<file path="config.mk">
export PLATFORM = sky130hd
export DESIGN_NAME = dual_reg_periph
export DESIGN_NICKNAME = d
export VERILOG_FILES = /design/src/rtl/dreg_pkg.sv /design/src/rtl/aux_switch.sv /design/src/rtl/nibble_seq.sv /design/src/rtl/reg_bank.sv /design/src/rtl/dual_reg_periph.sv
export SDC_FILE = /design/constraint.sdc
export NUM_CORES = 1
export LEC_CHECK = 0
export BUFFER_PORTS_ARGS = -buffer_cell sky130_fd_sc_hd__buf_2
export CAP_MARGIN = 25
export CORE_MARGIN = 2
export CORE_UTILIZATION = 51
export DETAILED_ROUTE_END_ITERATION = 10
export HOLD_SLACK_MARGIN = 0.15
export PLACE_DENSITY_LB_ADDON = 0.2
export SKIP_CTS_REPAIR_TIMING = 1
export SLEW_MARGIN = 20
export SYNTH_ARGS = -nofsm -noshare
export SYNTH_HDL_FRONTEND = slang
export SYNTH_SLANG_ARGS = --single-unit
export TNS_END_PERCENT = 5
</file>
<file path="constraint.sdc">
create_clock -name clk -period 2 [get_ports clk]
set_clock_uncertainty 0.05 [all_clocks]
set_input_delay 0.3 -clock clk [delete_from_list [all_inputs] [get_ports clk]]
set_output_delay 0.3 -clock clk [all_outputs]
set_load 0.05 [all_outputs]
</file>
<file path="src/rtl/dreg_pkg.sv">
package dreg_pkg;
    localparam int NIB_W  = 4;
    localparam int ADDR_W = 4;

    typedef enum logic [1:0] {
        SEQ_IDLE   = 2'd0,
        SEQ_PRI_HI = 2'd1,
        SEQ_AUX_HI = 2'd2
    } seq_state_e;

    typedef enum logic {
        SW_OFF   = 1'b0,
        SW_ARMED = 1'b1
    } sw_state_e;
endpackage

</file>
<file path="src/rtl/aux_switch.sv">
module aux_switch
    import dreg_pkg::*;
#(
    parameter logic [ADDR_W-1:0] MOD_ADDR = 4'h6
) (
    input  logic              clk,
    input  logic              rst_n,
    input  logic              arm_i,
    input  logic [ADDR_W-1:0] arm_addr_i,
    input  logic              consume_i,
    output logic              hit_o
);
    sw_state_e         state_q, state_d;
    logic [ADDR_W-1:0] held_q, held_d;

    always_ff @(posedge clk) begin
        if (!rst_n) begin
            state_q <= SW_OFF;
            held_q  <= '0;
        end else begin
            state_q <= state_d;
            held_q  <= held_d;
        end
    end

    always_comb begin
        state_d = state_q;
        held_d  = held_q;
        unique case (state_q)
            SW_OFF: begin
                if (arm_i) begin
                    state_d = SW_ARMED;
                    held_d  = arm_addr_i;
                end
            end
            SW_ARMED: begin
                if (arm_i) begin
                    held_d = arm_addr_i;
                end else if (consume_i) begin
                    state_d = SW_OFF;
                    held_d  = '0;
                end
            end
            default: state_d = SW_OFF;
        endcase
    end

    always_comb begin
        hit_o = (state_q == SW_ARMED) && (held_q == MOD_ADDR);
    end


    arm_load_chk: assert property (@(posedge clk) disable iff (!rst_n)
        arm_i |=> (state_q == SW_ARMED) && (held_q == $past(arm_addr_i)));


    consume_clear_chk: assert property (@(posedge clk) disable iff (!rst_n)
        (consume_i && !arm_i) |=> (state_q == SW_OFF) && !hit_o);


    switch_hold_chk: assert property (@(posedge clk) disable iff (!rst_n)
        (!arm_i && !consume_i) |=> $stable(held_q) && $stable(state_q));
endmodule

</file>
<file path="src/rtl/nibble_seq.sv">
module nibble_seq
    import dreg_pkg::*;
#(
    parameter bit PRI_BYTE = 1'b1,
    parameter bit AUX_BYTE = 1'b1
) (
    input  logic clk,
    input  logic rst_n,
    input  logic acc_i,
    input  logic aux_hit_i,
    output logic sel_aux_o,
    output logic hi_o,
    output logic consume_o
);
    seq_state_e state_q, state_d;

    always_ff @(posedge clk) begin
        if (!rst_n) begin
            state_q <= SEQ_IDLE;
        end else begin
            state_q <= state_d;
        end
    end

    always_comb begin
        state_d = state_q;
        unique case (state_q)
            SEQ_IDLE: begin
                if (acc_i) begin
                    if (aux_hit_i) begin
                        if (AUX_BYTE) state_d = SEQ_AUX_HI;
                    end else if (PRI_BYTE) begin
                        state_d = SEQ_PRI_HI;
                    end
                end
            end
            SEQ_PRI_HI: if (acc_i) state_d = SEQ_IDLE;
            SEQ_AUX_HI: if (acc_i) state_d = SEQ_IDLE;
            default:    state_d = SEQ_IDLE;
        endcase
    end

    always_comb begin
        sel_aux_o = 1'b0;
        hi_o      = 1'b0;
        consume_o = 1'b0;
        unique case (state_q)
            SEQ_IDLE: begin
                sel_aux_o = aux_hit_i;
                consume_o = acc_i && aux_hit_i && !AUX_BYTE;
            end
            SEQ_PRI_HI: begin
                hi_o = 1'b1;
            end
            SEQ_AUX_HI: begin
                sel_aux_o = 1'b1;
                hi_o      = 1'b1;
                consume_o = acc_i;
            end
            default: ;
        endcase
    end


    pri_hi_done_chk: assert property (@(posedge clk) disable iff (!rst_n)
        (state_q == SEQ_PRI_HI && acc_i) |=> (state_q == SEQ_IDLE));


    seq_hold_chk: assert property (@(posedge clk) disable iff (!rst_n)
        !acc_i |=> $stable(state_q));


    consume_idle_chk: assert property (@(posedge clk) disable iff (!rst_n)
        consume_o |=> (state_q == SEQ_IDLE));
endmodule

</file>
<file path="src/rtl/reg_bank.sv">
module reg_bank
    import dreg_pkg::*;
#(
    parameter int W = 8
) (
    input  logic             clk,
    input  logic             rst_n,
    input  logic             wr_i,
    input  logic             hi_i,
    input  logic [NIB_W-1:0] wdata_i,
    output logic [NIB_W-1:0] rdata_o
);
    logic [W-1:0] val_q;

    generate
        if (W > NIB_W) begin : g_byte
            logic [NIB_W-1:0] stage_q;

            always_ff @(posedge clk) begin
                if (!rst_n) begin
                    val_q   <= '0;
                    stage_q <= '0;
                end else if (wr_i) begin
                    if (!hi_i) stage_q <= wdata_i;
                    else       val_q   <= {wdata_i, stage_q};
                end
            end

            always_comb begin
                rdata_o = hi_i ? val_q[2*NIB_W-1:NIB_W] : val_q[NIB_W-1:0];
            end


            low_hold_chk: assert property (@(posedge clk) disable iff (!rst_n)
                (wr_i && !hi_i) |=> $stable(val_q));
        end else begin : g_nib
            logic unused_hi;

            always_ff @(posedge clk) begin
                if (!rst_n)    val_q <= '0;
                else if (wr_i) val_q <= wdata_i;
            end

            always_comb begin
                unused_hi = hi_i;
                rdata_o   = val_q;
            end
        end
    endgenerate

    initial begin
        width_ok_chk: assert (W == NIB_W || W == 2*NIB_W);
    end
endmodule

</file>
<file path="src/rtl/dual_reg_periph.sv">
module dual_reg_periph
    import dreg_pkg::*;
#(
    parameter logic [3:0] MOD_ADDR = 4'h6,
    parameter logic [3:0] SW_ADDR  = 4'hF,
    parameter int         PRI_W    = 8,
    parameter int         AUX_W    = 8
) (
    input  logic       clk,
    input  logic       rst_n,
    input  logic       io_stb,
    input  logic       io_wr,
    input  logic [3:0] io_addr,
    input  logic [3:0] io_wdata,
    output logic [3:0] io_rdata
);
    localparam bit PRI_BYTE = (PRI_W > NIB_W);
    localparam bit AUX_BYTE = (AUX_W > NIB_W);

    logic             mod_acc, sw_wr;
    logic             aux_hit, sel_aux, hi, consume;
    logic [NIB_W-1:0] pri_rd, aux_rd;

    always_comb begin
        mod_acc = io_stb && (io_addr == MOD_ADDR);
        sw_wr   = io_stb && io_wr && (io_addr == SW_ADDR);
    end

    aux_switch #(.MOD_ADDR(MOD_ADDR)) u_switch (
        .clk       (clk),
        .rst_n     (rst_n),
        .arm_i     (sw_wr),
        .arm_addr_i(io_wdata),
        .consume_i (consume),
        .hit_o     (aux_hit)
    );

    nibble_seq #(.PRI_BYTE(PRI_BYTE), .AUX_BYTE(AUX_BYTE)) u_seq (
        .clk      (clk),
        .rst_n    (rst_n),
        .acc_i    (mod_acc),
        .aux_hit_i(aux_hit),
        .sel_aux_o(sel_aux),
        .hi_o     (hi),
        .consume_o(consume)
    );

    reg_bank #(.W(PRI_W)) u_pri (
        .clk    (clk),
        .rst_n  (rst_n),
        .wr_i   (mod_acc && io_wr && !sel_aux),
        .hi_i   (hi),
        .wdata_i(io_wdata),
        .rdata_o(pri_rd)
    );

    reg_bank #(.W(AUX_W)) u_aux (
        .clk    (clk),
        .rst_n  (rst_n),
        .wr_i   (mod_acc && io_wr && sel_aux),
        .hi_i   (hi),
        .wdata_i(io_wdata),
        .rdata_o(aux_rd)
    );

    always_comb begin
        if (mod_acc && !io_wr) io_rdata = sel_aux ? aux_rd : pri_rd;
        else                   io_rdata = '0;
    end


    aux_lo_follow_chk: assert property (@(posedge clk) disable iff (!rst_n)
        (mod_acc && sel_aux && !hi && AUX_BYTE) |=> (hi && sel_aux));


    pri_default_chk: assert property (@(posedge clk) disable iff (!rst_n)
        (mod_acc && !aux_hit && !hi) |-> !sel_aux);
endmodule

</file>
Word level (Yosys, flattened, before mapping)
Index checks and enable logic that the tools add are counted.
{"block": "totals", "reg_bits": 31, "latch_bits": 0, "ram_bits": 0, "mem_bits_ro": 0, "in_bits": 12, "out_inout_bits": 4, "elab_cells": 55, "memories": 0}
{"block": "classes", "addsub": 0, "multipliers": 0, "div": 0, "magnitude_cmp": 0, "n_eq_ne": 9, "shifts": 0, "muxes": 19, "n_bitwise": 2, "reduce_logical": 18}
{"cell": "two-way mux 4 bit", "count": 7}
{"cell": "AND reduction 2 bit", "count": 6}
{"cell": "equality test 4 x 3 -> 1 bit, second input constant", "count": 2}
{"cell": "logical AND 1 bit", "count": 8}
{"cell": "one-hot mux 4 bit (2 select lines)", "count": 1}
{"cell": "two-way mux 2 bit", "count": 3}
{"cell": "two-way mux 1 bit", "count": 5}
{"cell": "equality test 4 bit, second input constant", "count": 1}
{"cell": "!= test 2 bit, second input constant", "count": 2}
{"cell": "one-hot mux 1 bit (2 select lines)", "count": 2}
{"cell": "one-hot mux 2 bit (2 select lines)", "count": 1}
{"cell": "!= test 3 bit, second input constant", "count": 1}
{"cell": "equality test 2 x 1 -> 1 bit, second input constant", "count": 1}
{"cell": "equality test 2 bit, second input constant", "count": 1}
{"cell": "zero test 1 bit", "count": 2}
{"cell": "zero test 2 bit", "count": 1}
{"cell": "!= test 2 x 1 -> 1 bit, second input constant", "count": 1}
{"cell": "inverter 1 bit", "count": 2}
{"cell": "OR reduction 2 bit", "count": 1}

Logic depth before layout (Yosys ltp)
Gate-level depths: netlist (run 1).
{"block": "logic_depth", "depth_word": 6, "ltp_mapped": 6, "ltp_nobuf": 6}

By module
A second synthesis (run 1) with hierarchy kept.
{"block": "unflattened", "hier_cells": 155, "hier_area_um2": 1485.2}
{"module": "reg_bank", "instances": 2, "cells_each": 50, "area_per_inst_um2": 518.0}
{"module": "aux_switch", "instances": 1, "cells_each": 22, "area_per_inst_um2": 205.2}
{"module": "nibble_seq", "instances": 1, "cells_each": 15, "area_per_inst_um2": 127.6}
{"module": "dual_reg_periph", "instances": 1, "cells_each": 18, "area_per_inst_um2": 116.4}

Least setup slack after synthesis (run 1)
Ideal clock, no wire load.
{"block": "synth_timing", "path_kind": "flip-flop to output port", "start": "reg u_seq.state_q[0]", "end": "out io_rdata[3]", "t_arrival_ns": 2.878, "t_required_ns": 1.650, "slack_ns": -1.228, "stages_incl_launch_ff": 7, "path_buffers": 1, "cell_sequence": "dfxtp_1 inv_1 ha_1 buf_2 nor2b_1 a211oi_2 a2111oi_1"}
{"block": "synth_via", "elab_chain_len": 6, "elab_cells_between_ends": 10}
{"item": "start, declared", "line_no": "nibble_seq.sv:15", "text": "seq_state_e state_q, state_d;"}
{"item": "start signal, assigned", "line_no": "nibble_seq.sv:21", "text": "state_q <= state_d;"}
{"item": "equality test 2 x 1 -> 1 bit / equality test 2 bit (equally long branches)", "line_no": "nibble_seq.sv:47", "text": "unique case (state_q)"}
{"item": "OR reduction 2 bit (no line)"}
{"item": "two-way mux 1 bit", "line_no": "nibble_seq.sv:47"}
{"item": "two-way mux 4 bit", "line_no": "reg_bank.sv:30", "text": "rdata_o = hi_i ? val_q[2*NIB_W-1:NIB_W] : val_q[NIB_W-1:0];"}
{"item": "two-way mux 4 bit * (2 in series)", "line_no": "dual_reg_periph.sv:67", "text": "if (mod_acc && !io_wr) io_rdata = sel_aux ? aux_rd : pri_rd;"}
{"item": "end, declared", "line_no": "dual_reg_periph.sv:15", "text": "output logic [3:0] io_rdata"}
Every way passes the cells marked *; elsewhere a longest branch is shown, timed or not.

Worst setup path in the final report (run 1)
Ends and elaborated chain as after synthesis.

==> flow_metrics.py, run 1 <==
metrics = {
    "place": {
        "place.gp.congestion": 0.7674,
        "place_area_sq_um": 1583,
        "io_buffers": 15,
        "post-dp-hpwl_um": 2100,
        "pre_cts_slack_ns": -0.00003830,
    },
    "clock_network": {
        "clk_latency_ns": 0.33,
        "cts_tree": "yes",
        "root_buffer": "clkbuf_4",
        "clockBufferDepth": 2,
        "cts_sinks": 31,
        "htreeDepth": 2,
        "cts_inserted_buffers": 5,
        "clk_pin_slew_ns": 0.10,
    },
    "timing": {
        "post-route-min-period_ns": 2.240,
        "slew_headroom_pct": 64.03,
        "setup_slack_ns": -0.2403,
        "hold_violations": 0,
        "whs_ns": 0.1985,
        "worstMarginPinSlew_ns": 0.5396,
        "period_share_pct": 112.0,
        "setup_viol": 4,
        "slew_violations": 0,
        "rsz0062_at_grt": "yes",
        "max_freq_ghz": 0.4464,
    },
    "synthesis": {
        "synth_top_cell_by_area": "dfxtp_1",
        "ys.flop_type": "dfxtp_1",
        "yosysSeqAreaShare_pct": 42.91,
        "synth_common_cells": "dfxtp_1 (31), nand2_1 (30), mux2i_1 (25)",
        "synth_edf_count": 0,
        "syn_avg_cell_area_sq_um": 10.48,
        "synthesis.nets": 152,
        "synth_top_area_share_pct": 42.91,
        "syn-cell-area_sq_um": 1446,
        "ys_async_sr_fraction_pct": 0,
        "yosys-top-cells-area": "dfxtp_1 (43%), mux2i_1 (17%), nand2_1 (7.8%), mux4_1 (5.4%), and2_1 (2.2%)",
        "yosysWarnings": 0,
        "synthCells": 138,
        "ys_types": 31,
        "yosysMostFrequentCell": "dfxtp_1",
        "ys_seq_elements": 31,
    },
    "final_layout": {
        "fillers": 224,
        "drive_gt1_share_pct": 31.25,
        "final-seq-area_sq_um": 625.6,
        "num-nets-final": 173,
        "post-route-util_pct": 61.65,
        "design_area_sq_um": 1685,
        "syn2layout_area_growth_pct": 16.52,
        "multiInputGateArea_sq_um": 809.5,
        "num_antenna_cells": 0,
    },
    "detailed_routing": {
        "drt-total-wl_um": 3017,
        "wl_per_cell_um": 15.80,
        "via_per_inst": 5.571,
        "drcViolationCount": 0,
        "drtAntennaViolNets": 0,
        "vias": 1064,
        "drt_first_iter_violations": 44,
        "drt_pass1_iterations": 4,
    },
    "setup_path": {
        "cp_max_fo": 6,
        "critPathCaptureType": "output port",
        "critPathKind": "flop to output port",
        "cp_num_buf_inv": 3,
        "cpLargestDelayFamily": "buffers and inverters",
        "critPathLaunchType": "flop",
        "slowest_delay_ns": 0.38,
        "cp.arrival_ns": 1.89,
        "critPathMostFrequentCell": "buf_6",
        "required_ns": 1.65,
        "slowest_stage": "a2111oi_4",
        "path_cells": "inv_2 > ha_4 > buf_6 > mux2i_2 > a2111oi_4 > buf_6",
    },
    "floorplanning": {
        "dieArea_sq_um": 3278,
        "die_y_um": 57.26,
        "num_io_pins": 16,
        "rows": 19,
        "floorplan.initialDensity_pct": 52.91,
        "die_x_um": 57.26,
        "core_sq_um": 2734,
    },
    "global_routing": {
        "grt_max_degree": 36,
        "grt_pass1_vias": 1109,
        "grtUsageMet3_pct": 8.844,
        "grt_use_total_pct": 20.42,
        "grt_overflow": 0,
        "antenna_found_initial": 0,
        "met2_usage_pct": 34.48,
        "grt_busiest_layer": "met2",
        "grt_pass1_wl_um": 4968,
        "grt.met1_usage_pct": 23.53,
    },
    "outcome": {
        "outcome": "finished, violations left",
        "violations": "setup timing",
    },
    "run": {
        "maxCapViolCount": 0,
    },
    "pwr": {
        "p_per_area_nw_per_um2": 604.3,
        "power.total_w": 0.001018,
        "irDropWorstVdd_mv": 0.6508,
        "p_leak_nw": 0.7068,
    },
    "min_path": {
        "hold_path.class": "input port to flop",
    },
}
final cells by class:
class	instances	share of cell area, %
tap	31	2.301
sequential	31	37.12
clock inverter	1	0.2970
multi-input combinational	97	48.03
clock buffer	7	2.673
timing repair buffer	22	9.131
inverter	2	0.4454
layout by cell type, fill, tap and decap left out, types with 2 or more instances in the layout:
| cell | instances |
|---|---|
| o211ai_1 | 2 |
| buf_6 | 5 |
| mux2i_1 | 24 |
| nor2b_1 | 5 |
| inv_2 | 2 |
| nor2_1 | 2 |
| and2_1 | 2 |
| and3_1 | 2 |
| dfxtp_1 | 27 |
| a21boi_1 | 3 |
| mux4_2 | 3 |
| dfxtp_2 | 4 |
| and2_4 | 3 |
| clkbuf_4 | 5 |
| a22oi_1 | 4 |
| buf_4 | 5 |
| nand2_1 | 30 |
| buf_2 | 11 |
| clkbuf_1 | 2 |
per-layer routing:
layer | vias up | part of all wire [%]
met4 | 0 | 1.5
li1 | 527 | -
met2 | 16 | 51
met3 | 6 | 3.7
met5 | - | 0
met1 | 515 | 44
worst paths after layout:
path,start,end,slack (ns),cells past startpoint
max,u_seq.state_q[0]$_SDFFE_PN0P_,io_rdata[3],-0.24,6
min,io_wdata[3],u_switch.held_q[3]$_SDFFE_PN0P_,0.20,3
max reg2reg,u_seq.state_q[0]$_SDFFE_PN0P_,u_aux.g_byte.stage_q[1]$_SDFFE_PN0P_,0.17,6
min reg2reg,u_pri.val_q[4]$_SDFFE_PN0P_,u_pri.val_q[4]$_SDFFE_PN0P_,0.42,2
through the flow:
stage                     setup TNS, ns  std cells
after floorplan                -0.06979        138
after global placement                0        180
after detailed placement    -0.00003830        180
after CTS                        -1.400        188
after global routing             -1.219        191
final                           -0.9050        191
flip-flops by register name, summed over array words and instances, names as in the netlist:
signal,count
u_aux.val_q,8
u_switch.held_q,4
u_aux.g_byte.stage_q,4
u_seq.state_q,2
u_pri.g_byte.stage_q,4
u_switch.state_q,1
u_pri.val_q,8
worst register-to-register path, stage by stage, from the launching register on:
cell and delay, ns:
dfxtp_2 0.34, inv_2 0.05, ha_4 0.27, clkbuf_2 0.16, buf_4 0.15, nor4b_4 0.48, mux2i_1 0.26
cell families after synthesis:
logic type | count (synthesis) | synth area share, %
buffers and inverters | 10 | 3.460
muxes | 28 | 22.75
AOI/OAI and AO/OA | 14 | 8.563
DFF | 31 | 42.91
adders and majority gates | 2 | 1.730
and+or+nand+nor | 53 | 20.59
power breakdown:
| part | switching [W] | internal, W | total (W) | leakage (nW) |
|---|---|---|---|---|
| sequential | 0.000000826 | 0.000619 | 0.000619 | 0.252 |
| combinational | 0.0000324 | 0.0000202 | 0.0000526 | 0.426 |
| clock | 0.000210 | 0.000137 | 0.000346 | 0.0293 |
Power figures use the tool's default switching activity.
==> run 2, diff against run 1 <==
--- a/config.mk
+++ b/config.mk
@@ -5,10 +5,11 @@
 export SDC_FILE = /design/constraint.sdc
 export NUM_CORES = 1
 export LEC_CHECK = 0
+export ABC_AREA = 1
 export BUFFER_PORTS_ARGS = -buffer_cell sky130_fd_sc_hd__buf_2
 export CAP_MARGIN = 25
 export CORE_MARGIN = 2
-export CORE_UTILIZATION = 51
+export CORE_UTILIZATION = 52
 export DETAILED_ROUTE_END_ITERATION = 10
 export HOLD_SLACK_MARGIN = 0.15
 export PLACE_DENSITY_LB_ADDON = 0.2
==> run 2 against run 1 <==
Effect of this change: cell count grew 47%; hold slack gained 0.021 ns; the flow still finishes with violations (setup timing); area after synthesis grew 8.7%; wire length grew 23%; sequential share of layout area shrank 4.7 points; fmax grew 11%; clock power grew 20%; sequential power is essentially flat; utilization grew 6.8 points; combinational power grew 31%; flip-flop and latch count is the same; register-to-register slack gained 0.24 ns.
==> flow_metrics.py, run 2 <==
metrics = {
    "floorplanning": {
        "die_x_um": 59.00,
        "rows": 19,
        "core_sq_um": 2805,
        "dieArea_sq_um": 3480,
        "floorplan.initialDensity_pct": 56.07,
        "num_io_pins": 16,
        "die_y_um": 59.00,
    },
    "final_layout": {
        "post-route-util_pct": 68.42,
        "final_common_cell": "nand2_1",
        "reg_top3": "u_aux.val_q: 8 flops, u_pri.val_q: 8 flops",
        "final_cell_mix": "nand2_1 (44), nor2_1 (37), dfxtp_1 (29)",
        "syn2layout_area_growth_pct": 22.04,
        "drive_gt1_share_pct": 27.60,
        "num-nets-final": 263,
        "num_antenna_cells": 0,
        "stdcell_count": 281,
    },
    "detailed_routing": {
        "drtAntennaViolNets": 0,
        "vias": 1495,
        "drt_pass1_iterations": 4,
        "via_per_inst": 5.320,
        "wl_per_cell_um": 13.17,
        "drt_first_iter_violations": 101,
        "drt-total-wl_um": 3700,
        "drcViolationCount": 0,
    },
    "timing": {
        "slew_violations": 0,
        "period_share_pct": 100.8,
        "post-route-min-period_ns": 2.016,
        "slew_headroom_pct": 67.44,
        "rsz0062_at_grt": "yes",
        "setup_viol": 1,
        "whs_ns": 0.2195,
        "worstMarginPinSlew_ns": 0.4879,
        "hold_violations": 0,
        "max_freq_ghz": 0.4959,
        "setup_slack_ns": -0.01639,
    },
    "synthesis": {
        "ys_types": 22,
        "syn_avg_cell_area_sq_um": 6.898,
        "syn-cell-area_sq_um": 1573,
        "ys_seq_elements": 31,
        "ys_async_sr_fraction_pct": 0,
        "synth_top_cell_by_area": "dfxtp_1",
        "synthCells": 228,
        "synth_common_cells": "nand2_1 (53), nor2_1 (39), dfxtp_1 (31), inv_1 (23), a21oi_1 (22)",
        "synth_top_area_share_pct": 39.46,
        "ys.flop_type": "dfxtp_1",
        "yosys-top-cells-area": "dfxtp_1 (39%), nand2_1 (13%), nor2_1 (9.3%), nand4_1 (8.0%), a21oi_1 (7.0%)",
        "yosysMostFrequentCell": "nand2_1",
        "yosysWarnings": 0,
        "synthesis.nets": 242,
        "synth_edf_count": 0,
        "yosysSeqAreaShare_pct": 39.46,
    },
    "global_routing": {
        "grt_pass1_wl_um": 5830,
        "grt_use_total_pct": 22.49,
        "antenna_found_initial": 0,
        "grt_overflow": 0,
        "grt.met1_usage_pct": 30.18,
        "grtUsageMet3_pct": 4.585,
        "grt_max_degree": 25,
        "grt_pass1_vias": 1254,
        "met2_usage_pct": 35.08,
        "grt_busiest_layer": "met2",
    },
    "clock_network": {
        "cts_tree": "yes",
        "cts_sinks": 31,
        "root_buffer": "clkbuf_4",
        "cts_inserted_buffers": 5,
        "clk_pin_slew_ns": 0.09,
        "clockBufferDepth": 2,
        "clk_latency_ns": 0.33,
        "htreeDepth": 2,
    },
    "setup_path": {
        "r2r_slack_ns": 0.41,
        "worstRegToRegCells": 9,
        "reg2reg_from": "u_seq.state_q[1]$_SDFFE_PN0P_",
        "critPathKind": "flop to output port",
        "required_ns": 1.65,
        "crit_end": "io_rdata[3]",
        "cp_max_fo": 6,
        "critPathLaunchType": "flop",
        "cp.arrival_ns": 1.67,
        "crit_start": "u_seq.state_q[0]$_SDFFE_PN0P_",
        "critPathCaptureType": "output port",
        "r2r_end": "u_aux.val_q[0]$_SDFFE_PN0P_",
    },
    "place": {
        "post-dp-hpwl_um": 2473,
        "pre_cts_slack_ns": 0.08729,
        "place.gp.congestion": 0.7737,
        "dp_cells": 268,
        "io_buffers": 15,
    },
    "outcome": {
        "violations": "setup timing",
        "outcome": "finished, violations left",
    },
    "pwr": {
        "irDropWorstVdd_mv": 0.4047,
        "power.total_w": 0.001104,
        "p_per_area_nw_per_um2": 574.9,
        "p_leak_nw": 0.7928,
    },
    "min_path": {
        "hold_path.class": "input port to flop",
    },
    "run": {
        "maxCapViolCount": 0,
    },
}
==> run 2: final cells by class <==
type	instances	area, sq um
Inverter	24	90.09
Sequential cell	31	623.1
Timing Repair Buffer	26	230.2
Tap cell	31	38.79
Clock buffer	8	68.82
Multi-Input combinational cell	161	868.3
Fill cell	250	885.9
==> run 2: layer usage <==
layer | share of wire [%] | vias to the layer above | wire length [um]
met5 | 0 | - | 0
met4 | 1.1 | 0 | 41
met3 | 6.1 | 5 | 227
met2 | 46 | 35 | 1687
met1 | 47 | 681 | 1743
li1 | - | 774 | -
==> run 2: where the power goes <==
group	leakage, nW	internal (W)	total, W	switching, W
combinational	0.504	0.0000250	0.0000687	0.0000437
sequential	0.251	0.000619	0.000621	0.00000140
clock	0.0386	0.000207	0.000414	0.000208
==> run 2: cell families (layout without fill, tap and decap cells) <==
logic type | count (synthesis) | after routing | share of synthesized area [%]
AOI/OAI and AO/OA | 27 | 27 | 8.592
adders and majority gates | 2 | 2 | 1.591
buffers and inverters | 36 | 58 | 10.66
DFF | 31 | 31 | 39.46
and+or+nand+nor | 132 | 132 | 39.70
==> run 2: worst min-delay path by stage <==
stage / start / end / slack [ns] / depth (start not counted)
5_1_grt: io_wdata[1] / u_switch.held_q[1]$_SDFFE_PN0P_ / 0.22 / 3
2_1_floorplan: u_seq.state_q[0]$_SDFFE_PN0P_ / u_seq.state_q[0]$_SDFFE_PN0P_ / 0.39 / 2
6_report: io_wdata[1] / u_switch.held_q[1]$_SDFFE_PN0P_ / 0.22 / 3
3_5_place_dp: u_aux.val_q[4]$_SDFFE_PN0P_ / u_aux.val_q[4]$_SDFFE_PN0P_ / 0.41 / 2
4_1_cts: io_wdata[3] / u_switch.held_q[3]$_SDFFE_PN0P_ / 0.21 / 3
3_3_place_gp: u_aux.g_byte.stage_q[3]$_SDFFE_PN0P_ / u_aux.g_byte.stage_q[3]$_SDFFE_PN0P_ / 0.40 / 2
==> run 2: worst max-delay path, cell delays in order, from the launching register on <==
cell	delay, ns
dfxtp_2	0.34
inv_2	0.05
ha_4	0.32
buf_12	0.14
nand2_2	0.04
nand2_1	0.05
o21ai_1	0.05
a21oi_1	0.13
buf_4	0.21
==> run 2: through the flow <==
stage / cell area [sq um] / setup TNS [ns]
floorplan: 1584 / -0.5534
global placement: 1678 / 0
detailed placement: 1678 / 0
CTS: 1747 / -1.013
global route: 1919 / -0.3526
finish: 1919 / -0.01639
==> run 3, diff against run 2 <==
--- a/config.mk
+++ b/config.mk
@@ -17,5 +17,6 @@
 export SLEW_MARGIN = 20
 export SYNTH_ARGS = -nofsm -noshare
 export SYNTH_HDL_FRONTEND = slang
+export SYNTH_HIERARCHICAL = 1
 export SYNTH_SLANG_ARGS = --single-unit
 export TNS_END_PERCENT = 5
==> constraint.sdc (replaced) <==
create_clock -name clk -period 2.5 [get_ports clk]
set_clock_uncertainty 0.05 [all_clocks]
set_input_delay 0.375 -clock clk [delete_from_list [all_inputs] [get_ports clk]]
set_output_delay 0.375 -clock clk [all_outputs]
set_load 0.05 [all_outputs]
==> run 3 against run 2 <==
Effect of this change: the flow now finishes without violations; clock power fell by 20%; critical path depth rose by 1; cell count fell by 1.4%; sequential share of layout area rose by 3.6 points; critical endpoint is now io_rdata[1]; setup slack improved by 0.19 ns; via count fell by 6.0%; synthesized cell count fell by 1.8%; final area fell by 10%; highest routed layer unchanged; flip-flop and latch count did not move; critical path type unchanged.
==> flow_metrics.py, run 3 <==
metrics = {
    "place": {
        "pre_cts_slack_ns": 0.2498,
        "io_buffers": 15,
        "place_area_sq_um": 1607,
        "post-dp-hpwl_um": 2246,
        "place.gp.congestion": 0.7826,
    },
    "synthesis": {
        "synth_top_cell_by_area": "dfxtp_1",
        "yosysSeqAreaShare_pct": 41.65,
        "yosysMostFrequentCell": "nand2_1",
        "ys_async_sr_fraction_pct": 0,
        "ys_types": 18,
        "synth_edf_count": 0,
        "synthesis.nets": 238,
        "ys_seq_elements": 31,
        "synth_common_cells": "nand2_1 (47), nor2_1 (41), dfxtp_1 (31), inv_1 (25), a21oi_1 (23)",
        "ys.flop_type": "dfxtp_1",
        "syn_avg_cell_area_sq_um": 6.653,
        "synthCells": 224,
        "yosys-top-cells-area": "dfxtp_1 (42%), nand2_1 (12%), nor2_1 (10%), a21oi_1 (7.7%), inv_1 (6.3%)",
        "syn-cell-area_sq_um": 1490,
        "yosysWarnings": 6,
        "synth_top_area_share_pct": 41.65,
    },
    "setup_path": {
        "r2r_slack_ns": 0.39,
        "worstRegToRegCells": 7,
        "cp.arrival_ns": 1.90,
        "critPathKind": "flop to output port",
        "cp_max_fo": 8,
        "critPathCaptureType": "output port",
        "r2r_end": "u_pri/val_q[2]$_SDFFE_PN0P_",
        "reg2reg_from": "u_seq/state_q[0]$_SDFFE_PN0P_",
        "slowest_stage": "dfxtp_1",
        "slowest_delay_ns": 0.36,
        "required_ns": 2.08,
        "critPathMostFrequentCell": "nand2_1",
        "critPathLaunchType": "flop",
        "path_cells": "inv_1 > ha_4 > buf_4 > nand2_1 > nand2_1 > nand2_1 > a21boi_1 > nor2_1 > clkbuf_4",
    },
    "run": {
        "maxCapViolCount": 0,
    },
    "timing": {
        "whs_ns": 0.3009,
        "setup_viol": 0,
        "max_freq_ghz": 0.4307,
        "slew_headroom_pct": 62.04,
        "post-route-min-period_ns": 2.322,
        "rsz0062_at_grt": "no",
        "slew_violations": 0,
        "hold_violations": 0,
        "setup_slack_ns": 0.1784,
        "worstMarginPinSlew_ns": 0.5674,
        "finalSetupTns_ns": 0,
        "period_share_pct": 92.86,
    },
    "min_path": {
        "hold_path.startpoint": "io_wdata[1]",
        "hold_path.class": "input port to flop",
        "hold-path-cell-count": 3,
        "hold_end": "u_switch/held_q[1]$_SDFFE_PN0P_",
    },
    "clock_network": {
        "cts_sinks": 31,
        "htreeDepth": 2,
        "clockBufferDepth": 2,
        "cts_tree": "yes",
        "root_buffer": "clkbuf_4",
        "clk_latency_ns": 0.32,
        "clk_pin_slew_ns": 0.10,
        "cts_inserted_buffers": 5,
    },
    "detailed_routing": {
        "drcViolationCount": 0,
        "drt_pass1_iterations": 4,
        "drt-total-wl_um": 3303,
        "drt_first_iter_violations": 55,
        "vias": 1405,
        "wl_per_cell_um": 11.92,
        "via_per_inst": 5.072,
        "drtAntennaViolNets": 0,
    },
    "global_routing": {
        "grt_pass1_vias": 1136,
        "antenna_found_initial": 0,
        "grt_use_total_pct": 20.92,
        "grt_pass1_wl_um": 5257,
        "grt_max_degree": 27,
        "grt_overflow": 0,
    },
    "final_layout": {
        "fillers": 253,
        "final_cell_mix": "nand2_1 (47), nor2_1 (41), dfxtp_1 (31)",
        "syn2layout_area_growth_pct": 15.62,
        "final-seq-area_sq_um": 620.6,
        "num-nets-final": 259,
        "num_antenna_cells": 0,
        "reg_top3": "u_aux/val_q: 8 flops, u_pri/val_q: 8 flops",
        "final_common_cell": "nand2_1",
        "drive_gt1_share_pct": 16.26,
        "design_area_sq_um": 1723,
        "multiInputGateArea_sq_um": 753.2,
    },
    "floorplanning": {
        "core_sq_um": 2734,
        "floorplan.initialDensity_pct": 54.51,
        "num_io_pins": 16,
        "dieArea_sq_um": 3310,
        "die_y_um": 57.53,
        "rows": 19,
        "die_x_um": 57.53,
    },
    "pwr": {
        "clkPwrFrac_pct": 37.5,
        "p_switching_w": 0.0002005,
        "irDropWorstVdd_mv": 0.4577,
        "p_per_area_nw_per_um2": 510.7,
        "p_int_w": 0.0006794,
        "swShare_pct": 22.79,
        "power_frac_comb_pct": 6.1,
        "pwr-share-seq_pct": 56.4,
        "p_leak_nw": 0.7177,
    },
    "outcome": {
        "outcome": "complete, no violations",
    },
}
-- run 3: cell count changes after synthesis, moves of 2 or more --
cell and delta:
nand4_1 -19, o21ai_0 +11, nand3_1 +8, nand2_1 -6
a21boi_1 +4, buf_2 -3, buf_4 +3, buf_6 -3
nor2_4 -3, buf_1 -2, inv_1 +2, inv_2 +2
nor2_1 +2, nor3_1 +2
-- run 3: worst max path at each step --
stage / depth (start not counted) / slack [ns] / start / endpoint
after floorplan: 8 / 0.12 / u_seq/state_q[1]$_SDFFE_PN0P_ / io_rdata[1]
after global placement: 11 / 0.25 / u_switch/state_q$_SDFF_PN0_ / u_aux/g_byte.stage_q[0]$_SDFFE_PN0P_
after detailed placement: 11 / 0.25 / u_switch/state_q$_SDFF_PN0_ / u_aux/g_byte.stage_q[0]$_SDFFE_PN0P_
after CTS: 8 / -0.12 / u_switch/state_q$_SDFF_PN0_ / io_rdata[0]
after global routing: 8 / 0.03 / u_switch/state_q$_SDFF_PN0_ / io_rdata[2]
final: 9 / 0.18 / u_seq/state_q[1]$_SDFFE_PN0P_ / io_rdata[1]
-- run 3: kinds of logic (layout without fill, tap and decap cells) --
| group | Yosys count | in the layout | share of synthesized area [%] |
|---|---|---|---|
| buffers and inverters | 34 | 56 | 9.740 |
| adders and majority gates | 2 | 2 | 1.679 |
| DFF | 31 | 31 | 41.65 |
| and+or+nand+nor | 113 | 113 | 31.32 |
| AOI/OAI and AO/OA | 44 | 44 | 15.62 |
-- run 3: critical path, delay by kind of cell, from the launching register on --
kind	cells	cell delay, ns
AOI/OAI and AO/OA	1	0.13
buffers and inverters	3	0.47
adders and majority gates	1	0.30
and+or+nand+nor	4	0.29
DFF	1	0.36
-- run 3: layer usage --
layer | wire length (um) | up-vias | GRT usage (%)
li1 | - | 751 | -
met1 | 1716 | 624 | 30.17
met2 | 1428 | 28 | 28.90
met3 | 140 | 2 | 6.576
met4 | 19 | 0 | 8.306
met5 | 0 | - | 0
-- run 3: area by class of cell --
cell class / instances / share of cell area [%]
Tap cell: 31 / 2.251
Clock buffer: 8 / 3.994
Multi-Input combinational cell: 159 / 43.72
Sequential cell: 31 / 36.02
Timing Repair Buffer: 20 / 7.698
Inverter: 28 / 6.318
-- run 3: through the flow --
stage	total power (W)	utilization, %	cells
after floorplan	0.0005373	-	224
after global placement	0.0005591	58.76	268
after detailed placement	0.0005593	58.76	268
after CTS	0.0008907	61.28	276
after global routing	0.0009207	63.02	277
final	0.0008799	63.02	277
-- run 3: power by group through the flow --
stage | registers (W) | logic, W | clock network [W]
after floorplan | 0.000508 | 0.0000297 | 0
after global placement | 0.000508 | 0.0000513 | 0
after detailed placement | 0.000508 | 0.0000516 | 0
after CTS | 0.000496 | 0.0000519 | 0.000342
after global routing | 0.000497 | 0.0000602 | 0.000364
final | 0.000496 | 0.0000538 | 0.000330
